### src/rtl/regseq_ctrl.sv
module regseq_ctrl #(
  parameter int RANKS = 16,
  parameter int CHW   = 5,
  parameter int DW    = 16,
  parameter int BW    = 3,
  localparam int LENW = $clog2(RANKS),
  localparam int AW   = $clog2(RANKS + 3)
) (
  input  logic           clk,
  input  logic           rst_n,
  input  logic           cfg_we,
  input  logic [AW-1:0]  cfg_addr,
  input  logic [31:0]    cfg_wdata,
  input  logic           trig,
  input  logic           dr_rd,
  output logic [DW-1:0]  dr_data,
  output logic           conv_start,
  output logic [CHW-1:0] conv_chan,
  output logic           conv_abort,
  input  logic           conv_smp_done,
  input  logic           conv_done,
  input  logic [DW-1:0]  conv_data,
  output logic           run,
  output logic           stopping,
  output logic           flag_eosmp,
  output logic           flag_eoc,
  output logic           flag_eos,
  output logic           flag_ovr
);

  localparam logic [AW-1:0] A_MODE = AW'(RANKS);
  localparam logic [AW-1:0] A_CTRL = AW'(RANKS + 1);
  localparam logic [AW-1:0] A_CLR  = AW'(RANKS + 2);
  localparam int B_CONT = 20;
  localparam int B_DISC = 21;
  localparam int B_OVW  = 22;
  localparam int B_HW   = 23;

  typedef enum logic [1:0] {S_IDLE, S_ARM, S_CONV} st_t;

  st_t            st, nst;
  logic           start_q, stop_q, nstart;
  logic [LENW-1:0] len_q, idx_q, nidx;
  logic [BW-1:0]  burst_q, bcnt_q, nb;
  logic           cont_q, disc_q, ovw_q, hw_q;
  logic [CHW-1:0] rank_q [RANKS];
  logic           trig_q, cs_q, launch;
  logic [CHW-1:0] ch_q;
  logic [DW-1:0]  dr_q;
  logic           f_smp, f_eoc, f_eos, f_ovr;

  wire wr_rank  = cfg_we && (cfg_addr < A_MODE) && !start_q;
  wire wr_mode  = cfg_we && (cfg_addr == A_MODE) && !start_q
                  && !(cfg_wdata[B_CONT] && cfg_wdata[B_DISC]);
  wire wr_ctrl  = cfg_we && (cfg_addr == A_CTRL);
  wire wr_clr   = cfg_we && (cfg_addr == A_CLR);
  wire go_start = wr_ctrl && cfg_wdata[0] && !start_q;
  wire go_stop  = wr_ctrl && cfg_wdata[1] && start_q && !stop_q;
  wire trig_edge = trig && !trig_q;
  wire done_ok  = (st == S_CONV) && conv_done && !stop_q;
  wire smp_ok   = (st == S_CONV) && conv_smp_done && !stop_q;
  wire last     = (idx_q == len_q);
  wire bend     = disc_q && (bcnt_q == burst_q);
  wire eos_set  = done_ok && last;
  wire ovr_hit  = done_ok && f_eoc;

  always_comb begin
    nst = st; nstart = start_q; nidx = idx_q; nb = bcnt_q; launch = 1'b0;
    case (st)
      S_ARM: if (!stop_q && (!hw_q || trig_edge)) begin
        launch = 1'b1; nst = S_CONV; nb = '0;
      end
      S_CONV: if (done_ok) begin
        if (last) begin
          nidx = '0; nb = '0;
          if (cont_q) launch = 1'b1;
          else if (hw_q) nst = S_ARM;
          else begin nst = S_IDLE; nstart = 1'b0; end
        end else begin
          nidx = idx_q + 1'b1;
          if (bend) begin
            nb = '0;
            if (hw_q) nst = S_ARM;
            else begin nst = S_IDLE; nstart = 1'b0; end
          end else begin
            launch = 1'b1; nb = bcnt_q + 1'b1;
          end
        end
      end
      default: ;
    endcase
  end

  always_ff @(posedge clk or negedge rst_n) begin
    if (!rst_n) begin
      st <= S_IDLE; start_q <= 1'b0; stop_q <= 1'b0;
      idx_q <= '0; bcnt_q <= '0; cs_q <= 1'b0; ch_q <= '0; trig_q <= 1'b0;
    end else begin
      trig_q <= trig;
      cs_q   <= 1'b0;
      if (stop_q) begin
        st <= S_IDLE; start_q <= 1'b0; stop_q <= 1'b0;
        idx_q <= '0; bcnt_q <= '0;
      end else if (go_start) begin
        start_q <= 1'b1; st <= S_ARM;
      end else begin
        if (go_stop) stop_q <= 1'b1;
        st      <= nst;
        start_q <= nstart | go_stop;
        idx_q   <= nidx;
        bcnt_q  <= nb;
        if (launch) begin
          cs_q <= 1'b1;
          ch_q <= rank_q[nidx];
        end
      end
    end
  end

  always_ff @(posedge clk or negedge rst_n) begin
    if (!rst_n) begin
      len_q <= '0; burst_q <= '0; cont_q <= 1'b0; disc_q <= 1'b0;
      ovw_q <= 1'b0; hw_q <= 1'b0;
    end else if (wr_mode) begin
      len_q   <= cfg_wdata[LENW-1:0];
      burst_q <= cfg_wdata[16 +: BW];
      cont_q  <= cfg_wdata[B_CONT];
      disc_q  <= cfg_wdata[B_DISC];
      ovw_q   <= cfg_wdata[B_OVW];
      hw_q    <= cfg_wdata[B_HW];
    end
  end

  for (genvar i = 0; i < RANKS; i++) begin : g_rank
    always_ff @(posedge clk or negedge rst_n) begin
      if (!rst_n) rank_q[i] <= '0;
      else if (wr_rank && cfg_addr == AW'(i)) rank_q[i] <= cfg_wdata[CHW-1:0];
    end
  end

  always_ff @(posedge clk or negedge rst_n) begin
    if (!rst_n) begin
      f_smp <= 1'b0; f_eoc <= 1'b0; f_eos <= 1'b0; f_ovr <= 1'b0; dr_q <= '0;
    end else begin
      f_smp <= smp_ok  | (f_smp & ~(wr_clr & cfg_wdata[0]));
      f_eoc <= done_ok | (f_eoc & ~((wr_clr & cfg_wdata[1]) | dr_rd));
      f_eos <= eos_set | (f_eos & ~(wr_clr & cfg_wdata[2]));
      f_ovr <= ovr_hit | (f_ovr & ~(wr_clr & cfg_wdata[3]));
      if (done_ok && !(ovr_hit && !ovw_q)) dr_q <= conv_data;
    end
  end

  assign dr_data    = dr_q;
  assign conv_start = cs_q;
  assign conv_chan  = ch_q;
  assign conv_abort = stop_q;
  assign run        = start_q;
  assign stopping   = stop_q;
  assign flag_eosmp = f_smp;
  assign flag_eoc   = f_eoc;
  assign flag_eos   = f_eos;
  assign flag_ovr   = f_ovr;

  AST_STOP_SELF_CLEARS: assert property (@(posedge clk) disable iff (!rst_n)
    stop_q |=> !stop_q && !start_q);
  AST_STOP_ONLY_RUNNING: assert property (@(posedge clk) disable iff (!rst_n)
    stop_q |-> start_q);
  AST_LAUNCH_WHILE_RUN: assert property (@(posedge clk) disable iff (!rst_n)
    conv_start |-> start_q);
  AST_SW_SINGLE_ENDS: assert property (@(posedge clk) disable iff (!rst_n)
    eos_set && !cont_q && !disc_q && !hw_q |=> !start_q);
  AST_MODES_EXCLUSIVE: assert property (@(posedge clk) disable iff (!rst_n)
    !(cont_q && disc_q));
  AST_OVR_KEEPS_DATA: assert property (@(posedge clk) disable iff (!rst_n)
    ovr_hit && !ovw_q |=> $stable(dr_q));
  AST_READ_CLEARS_EOC: assert property (@(posedge clk) disable iff (!rst_n)
    dr_rd && !done_ok |=> !f_eoc);
  AST_CFG_FROZEN: assert property (@(posedge clk) disable iff (!rst_n)
    start_q && $past(start_q) |-> $stable(len_q) && $stable(cont_q) && $stable(disc_q));

endmodule

### config.mk
export PLATFORM = sky130hd
export DESIGN_NAME = regseq_ctrl
export DESIGN_NICKNAME = d
export VERILOG_FILES = /design/src/rtl/regseq_ctrl.sv
export SDC_FILE = /design/constraint.sdc
export NUM_CORES = 1
export LEC_CHECK = 0
export ABC_AREA = 1
export BUFFER_PORTS_ARGS = -buffer_cell sky130_fd_sc_hd__buf_2
export CORE_ASPECT_RATIO = 0.75
export CORE_MARGIN = 4
export CORE_UTILIZATION = 30
export DETAILED_ROUTE_END_ITERATION = 16
export GPL_TIMING_DRIVEN = 0
export HOLD_SLACK_MARGIN = 0.15
export PLACE_DENSITY = 0.43
export SLEW_MARGIN = 30
export SYNTH_ARGS = -nofsm -noshare
export SYNTH_HDL_FRONTEND = slang
export SYNTH_SLANG_ARGS = --single-unit
### constraint.sdc
create_clock -name clk -period 2.1 [get_ports clk]
set_input_delay 0.42 -clock clk [delete_from_list [all_inputs] [get_ports clk]]
set_output_delay 0.42 -clock clk [all_outputs]
set_load 0.005 [all_outputs]
* Yosys cells after proc, flatten, opt, wreduce, memory -nomap -nowiden
Cells that the tools add are included.
** Word-level totals
- Flip-flop bits (word level) :: 129
- Bits in latches :: 0
- Bits in writable memories :: 0
- ROM bits :: 0
- Input bits :: 60
- Output and inout bits :: 29
- Word-level logic and storage cells :: 187
- Memories kept :: 0
** Operators by class
- Add/subtract/negate cells :: 2
- Multiply operators :: 0
- Divide/modulo/power cells :: 0
- Magnitude comparators :: 2
- Eq/ne operators :: 29
- Shift operators :: 0
- Muxes and demuxes :: 44
- Bitwise gates (word level) :: 21
- Reduce and logical (&&, ||, !) cells :: 54
** Operator list (number)
- == test 5 x 4 -> 1 bit, second input constant :: 8
- logical AND 1 bit :: 40
- binary-select mux 5 bit (select 4 bit) :: 1
- == test 5 x 3 -> 1 bit, second input constant :: 4
- 2-to-1 mux 1 bit :: 20
- 2-to-1 mux 4 bit :: 5
- 2-to-1 mux 3 bit :: 6
- == test 5 bit, second input constant :: 3
- 2-to-1 mux 2 bit :: 7
- == test 5 x 2 -> 1 bit, second input constant :: 2
- 2-to-1 mux 5 bit :: 2
- != test 5 bit, second input constant :: 2
- bitwise AND 1 bit :: 8
- != test 4 bit, second input constant :: 2
- logical NOT 1 bit :: 7
- != test 3 bit, second input constant :: 2
- inverter 1 bit :: 6
- OR 1 bit :: 6
- one-hot mux 3 bit (2 select lines) :: 1
- == test 5 x 1 -> 1 bit, second input constant :: 1
- greater-or-equal comparator 5 bit, second input constant :: 1
- logical NOT 5 bit :: 1
- < comparator 5 bit, second input constant :: 1
- inverter 4 -> 5 bit :: 1
- other kinds (15) :: 15

* Logic depth before layout (Yosys ltp)
Gate-level depths: netlist of run 1.
- Word-level depth :: 9
- Gate-level depth with buffers :: 16
- Mapped depth without buffers :: 15

* Least setup slack after synthesis of run 1
No wires, ideal clock.
- Path kind :: reg-to-reg
- Start point :: reg st[0]
- End point :: reg ch_q[0], in the netlist conv_chan[0]
- Setup time :: 0.116 ns
- Data arrival time :: 1.763 ns
- Required time :: 1.984 ns
- Path slack :: 0.220 ns
- Cell stages (with the launch flop) :: 17
- Buffers on the path :: 1
- Period minus slack after synthesis :: 1.880 ns
- Cells stage by stage :: dfrtp_1 inv_1 ha_1 nand2_2 nor2_8 inv_2 nor2_4 nand2_4 nand2_4 buf_6 nand2_1 nand3_1 nand3_1 nand3_1 nand2_1 nand2_1 nand2_1
** On the way
- Cells in the longest elaborated chain, start to end :: 9
- Elaborated cells on any way between the ends :: 13
- Classes of those cells :: eq/ne (2); mux (7); bitwise (1); reduce/logical (3)
** Ends and longest elaborated chain
- from (decl) :: line 41 : st_t st, nst;
- from (signal assigned) :: line 108 : st <= nst;
- == test 2 bit :: line 60, 69
- logical AND 1 bit (2 in series) :: line 60 : wire done_ok = (st == S_CONV) && conv_done && !stop_q;
- 2-to-1 mux 4 bit :: line 73 : S_CONV: if (done_ok) begin
- 2-to-1 mux 4 bit :: line 69 : case (st)
- inverter 4 -> 5 bit (not written as such) :: line 114 : ch_q <= rank_q[nidx];
- binary-select mux 5 bit (select 4 bit) :: line 114
- 2-to-1 mux 5 bit (not written as such) (2 in series) :: line 114
- to (signal assigned) :: line 114
- to (decl) :: line 48 : logic [CHW-1:0] ch_q;
Parallel ways exist; a longest one is shown, timed or not. The select of a mux whose other input is x is not followed.
A chain may end at the register's enable or synchronous reset.

* Worst setup path in the final report of run 1
- Start point :: reg st[0]
- End point :: reg ch_q[2], in the netlist conv_chan[2]
Same word-level chain as after synthesis.

==> results of run 1 <==
-- final timing paths --
path | from | endpoint | slack, ps | cells past startpoint
max reg2reg | st[0]$_DFFE_PN0P_ | conv_chan[2]$_DFFE_PN0P_ | 50 | 15
min in group asynchronous | rst_n | rank_q[52]$_DFFE_PN0P_ | 530 | 2
max | st[0]$_DFFE_PN0P_ | conv_chan[2]$_DFFE_PN0P_ | 50 | 15
max in group asynchronous | rst_n | rank_q[38]$_DFFE_PN0P_ | 830 | 3
min | dr_rd | flag_eoc$_DFF_PN0_ | 180 | 2
min reg2reg | conv_chan[3]$_DFFE_PN0P_ | conv_chan[3]$_DFFE_PN0P_ | 480 | 2
-- layout make-up --
cell class                      instances  area [um^2]  share of cell area [%]
Multi-Input combinational cell        502         2710                    33.6
Inverter                              109          417                    5.17
Timing Repair Buffer                   85          553                    6.86
Sequential cell                       129         3230                    40.0
Tap cell                              282          353                    4.37
Clock inverter                         14          155                    1.92
Clock buffer                           18          429                    5.32
Buffer                                 25          218                    2.70
-- sequential cells by signal, indices dropped and copies added, names as in the netlist --
name	count
conv_abort	1
trig_q	1
st	2
idx_q	4
flag_eos	1
cont_q	1
conv_start	1
rank_q	80
conv_chan	5
burst_q	3
flag_eosmp	1
disc_q	1
run	1
flag_ovr	1
dr_data	16
flag_eoc	1
bcnt_q	3
hw_q	1
len_q	4
ovw_q	1
-- metrics by stage --
step / setup slack, ps / cells / setup TNS [ps]
after floorplan: 220 / 766 / 0
after global placement: -1250 / 1116 / -160830
after detailed placement: -401 / 1117 / -2270
after CTS: 3.12 / 1160 / 0
after global routing: -48.2 / 1164 / -210
final: 46.2 / 1164 / 0
-- routing by layer --
layer  vias up  share of wire (%)  global-route usage, %
li1       2690                  -                      -
met1      2599                 53                   24.9
met2       125                 40                   22.8
met3        26                5.1                   3.86
met4         0                2.4                   5.97
met5         -                  0                      0
-- cells in the final DEF, fill, tap and decap left out, types with 7 or more instances in the layout --
| cell | netlist | routed |
|---|---|---|
| nand2_1 | 204 | 199 |
| dfrtp_1 | 129 | 128 |
| inv_1 | 104 | 101 |
| o21ai_0 | 93 | 93 |
| nand3_1 | 102 | 82 |
| buf_2 | 13 | 69 |
| mux2_2 | 23 | 23 |
| nand3b_1 | 20 | 20 |
| nand3_2 | 0 | 20 |
| clkbuf_16 | 0 | 18 |
| nor2_1 | 17 | 17 |
| buf_4 | 3 | 16 |
| nand4_1 | 7 | 7 |
| clkbuf_1 | 6 | 7 |
| buf_8 | 0 | 7 |
-- cell families after synthesis --
logic type      count (synthesis)
simple gates                  365
buf+inv                       135
flops                         129
compound gates                108
mux                            23
fa+ha+maj                       4
xor+xnor                        2
-- report_power, final --
part	internal, mW	total [mW]	switching [mW]
Combinational	2.16	5.05	2.89
Clock	1.76	2.96	1.20
Sequential	3.22	3.65	0.432
Total	7.13	11.7	4.52
-- timing repair --
action / in CTS / in global routing
setup buffers: 9 / 3
endpoints found under the setup margin: 7 / 58
hold endpoints to repair: 58 / 0
hold buffers: 2 / 0
cloned: 1 / 1
resized for setup: 44 / 20
pin swaps: 3 / 3
-- critical path, cell delays in order, from the launching register on --
cell and delay [ps]:
dfrtp_1 380, inv_2 70, ha_4 150, nand2_4 70, nor2_8 170, buf_12 130
buf_4 110, nand2_4 80, nand2_4 140, buf_12 150, nand3_2 110, nand3_2 90
nand3_2 110, nand2_2 90, nand2_1 60, nand2_1 70
==> impl_metrics.ini, run 1 <==
[run_status]
status = completed

[setup_path]
crit_path_end_kind = flip-flop
worst_ep_required_time_ps = 2460
critical_path_class = flip-flop to flip-flop
critPathArrivalTime_ps = 2420
critical_path_peak_fanout = 10
worst_setup_path_start_kind = flip-flop

[timing]
final-hold-violation-count = 0
fin_crit_ps = 2050
worstMarginPinSlew_ps = 770
drv_slew = 0
rsz0062_at_grt = true
fin_crit_sh_pct = 97.8
slew_headroom_pct = 48.7
setup_viol = 0
whs_ps = 179
max_freq_mhz = 487
clock_skew_ps = 17.5

[finish]
finalInstanceArea_um2 = 8070
final_core_util_pct = 39.4
drive_gt1_share_pct = 23.5
fin_nets = 933
n_antenna_cell = 0
fillers = 2129
syn_to_final_growth_pct = 27.2

[yosys]
synth_warnings = 0
synth.area.mux_share_pct = 4.09
ys_seq_area_share_pct = 50.9
synth_top_area_share_pct = 50.9
yosysTopAreaCell = dfrtp_1
synth_common_cells = nand2_1, dfrtp_1, inv_1, nand3_1, o21ai_0
syn_nets = 830
synth_top_family_by_area = simple AND/OR/NAND/NOR gates
yosys_register_bits = 129
synth_most_common_cell = nand2_1
ys_top_cells_by_area = dfrtp_1, nand2_1, nand3_1
ys.flop_type = dfrtp_1
syn_inst = 766
synthDistinctLibCells = 29
synth.cell_area_um2 = 6340
synth-adder-area-share_pct = 0.789
synth_xor_xnor_area_share_pct = 0.276
synthArstFlopShare_pct = 100
synth_compound_area_share_pct = 8.72
avgSynthCellArea_um2 = 8.28
synth-edff-count = 0
yosys.area_share.simple_pct = 26.3

[power]
p_total_mw = 11.7
p_leak_nw = 3.97
power_density_nw_per_um2 = 1440
ir_drop_mv = 0.693

[global_route]
grtUsageTotal_pct = 16.5
antenna_found_initial = 0
grt_max_degree = 73
overflow = 0
grt_first_pass_wirelength_mm = 30.2
grt_pass1_vias = 5454

[place]
place_hpwl_mm = 13.3
io_buffers = 68
place_congestion = 0.879
placed_area_um2 = 7070

[hold_path]
hp-class = primary input to flip-flop

[floorplanning]
die_x_um = 176
start_util_pct = 30.9
fp.dieH_um = 134
ios = 89
core_area_um2 = 20500
rows = 45
dieArea_um2 = 23500

[drt]
drt_first_iter_violations = 362
drt_pre_antenna_iters = 5
routed_wl_mm = 18.5
vias = 5440
drc = 0
ant_nets = 0
avgRoutedWirePerCell_um = 15.9
vias_per_cell = 4.67

[clocking]
clockBufferDepth = 2
htree_levels = 4
cts_tree = yes
cts_root_buf = clkbuf_16
cts.clk_slew.worst_paths_ps = 60
clkLatencyLatePin_ps = 430
clock-sinks = 129
cts-buffers-inserted = 17

[job]
drv_cap = 0
Note: power is estimated with default switching activity, not from simulation.
==> inputs of run 2 (changes only) <==
ABC_AREA = 0   (was 1)
ABC_CLOCK_PERIOD_IN_PS = 2100   (was not set)
==> impl_metrics.ini, run 2 <==
[drt]
drt_pre_antenna_iters = 4
avgRoutedWirePerCell_um = 19.0
ant_nets = 0
vias = 4440
drc = 0
vias_per_cell = 4.82
routed_wl_mm = 17.5
drt_first_iter_violations = 217

[yosys]
synth-edff-count = 0
ys.flop_type = dfrtp_1
syn_nets = 584
yosys_register_bits = 129
synthDistinctLibCells = 55
synth.cell_area_um2 = 6450
synth_common_cells = dfrtp_1, mux2_2, nand2_1, mux2i_1, nand3_1
ys_top_cells_by_area = dfrtp_1, mux2_2, mux2i_1
synth_most_common_cell = dfrtp_1
yosysTopAreaCell = dfrtp_1
avgSynthCellArea_um2 = 12.4
synthArstFlopShare_pct = 100
synth_top_area_share_pct = 50.0
ys_seq_area_share_pct = 50.0
synth_warnings = 0
syn_inst = 520

[setup_path]
cp_cell_sequence = xor2_1 > o41ai_4 > buf_6 > mux2_1 > o211ai_1 > nand3_1 > o2111ai_2 > nand3_1
worst_ep_required_time_ps = 2390
crit_path_end_kind = flip-flop
critical_path_class = flip-flop to flip-flop
r2r_cells = 8
critical_path_peak_fanout = 10
r2r-end = conv_chan[0]$_DFFE_PN0P_
worst_setup_path_start_kind = flip-flop
critPathArrivalTime_ps = 2740
cpPeakStageDelay_ps = 520
crit_slowest_cell = o41ai_4
regToRegStartpoint = len_q[3]$_DFFE_PN0P_
cp_common_cell = nand3_1
r2r_slack_ps = -340

[place]
place_congestion = 0.802
placed_area_um2 = 7200
io_buffers = 66
place_inst = 875
place_hpwl_mm = 12.6
post-place-ws_ps = -793

[power]
p_leak_nw = 3.72
power_density_nw_per_um2 = 1400
ir_drop_mv = 0.511
p_total_mw = 11.4

[global_route]
grtUsageTotal_pct = 15.1
use_met1_pct = 22.5
grt_first_pass_wirelength_mm = 27.1
antenna_found_initial = 0
overflow = 0
grt_max_degree = 80
grt.busiest_layer = met1
use_met3_pct = 3.19
met2_usage_pct = 22.1
grt_pass1_vias = 4612

[timing]
worstMarginPinSlew_ps = 712
final.setup.tns_ps = -1720
slew_headroom_pct = 52.5
max_freq_mhz = 409
fin_crit_sh_pct = 116
final-hold-violation-count = 0
fin_crit_ps = 2440
setup_viol = 8
drv_slew = 0
fin_ws_ps = -345
whs_ps = 226
clock_skew_ps = 9.75
rsz0062_at_grt = true

[finish]
syn_to_final_growth_pct = 26.4
largest_reg_flops = 80
fin_nets = 685
fillers = 2081
fin_cells = 921
final_cell_mix = dfrtp_1, mux2_2, buf_2
n_antenna_cell = 0
multi_input_area_um2 = 3260
seqCellArea_um2 = 3230
drive_gt1_share_pct = 44.4
regMostFlops = rank_q
final_common_cell = dfrtp_1
finalInstanceArea_um2 = 8160
final_core_util_pct = 38.6

[clocking]
cts_root_buf = clkbuf_16
cts.clk_slew.worst_paths_ps = 60
clkLatencyLatePin_ps = 420
clockBufferDepth = 2
clock-sinks = 129
cts_tree = yes
cts-buffers-inserted = 17
htree_levels = 4

[hold_path]
holdPathEnd = burst_q[1]$_DFFE_PN0P_
min_from = cfg_wdata[17]
min_delay_path_depth = 2
hp-class = primary input to flip-flop

[run_status]
status = finished with violations
violations = negative setup slack

[floorplanning]
fp.dieH_um = 135
rows = 46
ios = 89
dieArea_um2 = 24000
die_x_um = 177
start_util_pct = 30.6
core_area_um2 = 21100

[job]
drv_cap = 0
## run 2: cell count changes in the layout (fill, tap and decap cells not counted), sizes merged, moves of 46 or more
cell   before  now
o21ai      96    7
mux2i       0   46
nand3     102   27
nand2     211   49
inv       113   11
mux2       23  121
## run 2: report_power, final
part           total [mW]  leakage (nW)  switching, mW  internal (mW)
clock                2.80         0.260           1.15           1.65
combinational        4.84          1.84           2.44           2.39
sequential           3.79          1.63          0.533           3.26
## run 2: worst max-delay path by stage
stage / startpoint / end / slack, ps
6_report: len_q[3]$_DFFE_PN0P_ / conv_chan[0]$_DFFE_PN0P_ / -340
5_1_grt: idx_q[3]$_DFFE_PN0N_ / conv_chan[4]$_DFFE_PN0P_ / -370
4_1_cts: st[0]$_DFFE_PN0P_ / conv_chan[3]$_DFFE_PN0P_ / -290
3_5_place_dp: cfg_addr[2] / conv_chan[3]$_DFFE_PN0P_ / -790
3_3_place_gp: rst_n / dr_data[1]$_DFFE_PN0P_ / -1200
2_1_floorplan: st[0]$_DFFE_PN0P_ / conv_chan[0]$_DFFE_PN0P_ / 10
## run 2: area by class of cell
class                      count  area share [%]
buffer                        28            2.47
tap                          288            4.42
inverter                       9           0.414
multi-input combinational    354            40.0
sequential                   129            39.6
timing repair buffer          82            6.35
clock buffer                  18            5.38
clock inverter                13            1.40
## run 2: layer usage
metal	wire length [um]	vias up
li1	-	2096
met1	8910	2242
met2	7600	93
met3	804	9
met4	137	0
met5	0	-
## run 2: logic make-up (layout without fill, tap and decap cells)
group | count (synthesis) | count (layout) | synth area share (%)
multiplexers | 167 | 167 | 28.3
adder cells (fa/ha/maj) | 4 | 4 | 0.775
XOR/XNOR | 10 | 10 | 1.82
AO/OA/AOI/OAI | 53 | 53 | 6.57
flip-flops | 129 | 129 | 50.0
buffers and inverters | 37 | 150 | 3.04
AND/OR/NAND/NOR | 120 | 120 | 9.48
## run 2: what timing repair did
action	CTS	global route
endpoints found under the hold margin	51	0
hold buffers	2	0
pin swaps	9	9
setup endpoints to repair	59	35
gates resized for setup	34	20
setup buffers	10	3
## run 2: critical path, delay by kind of cell (launching register included)
kind	cells	cell delay, ps
muxes	1	330
buffers and inverters	1	220
xor gates and xnor gates	1	220
DFF	1	430
and+or+nand+nor	2	260
AOI/OAI and AO/OA	3	850
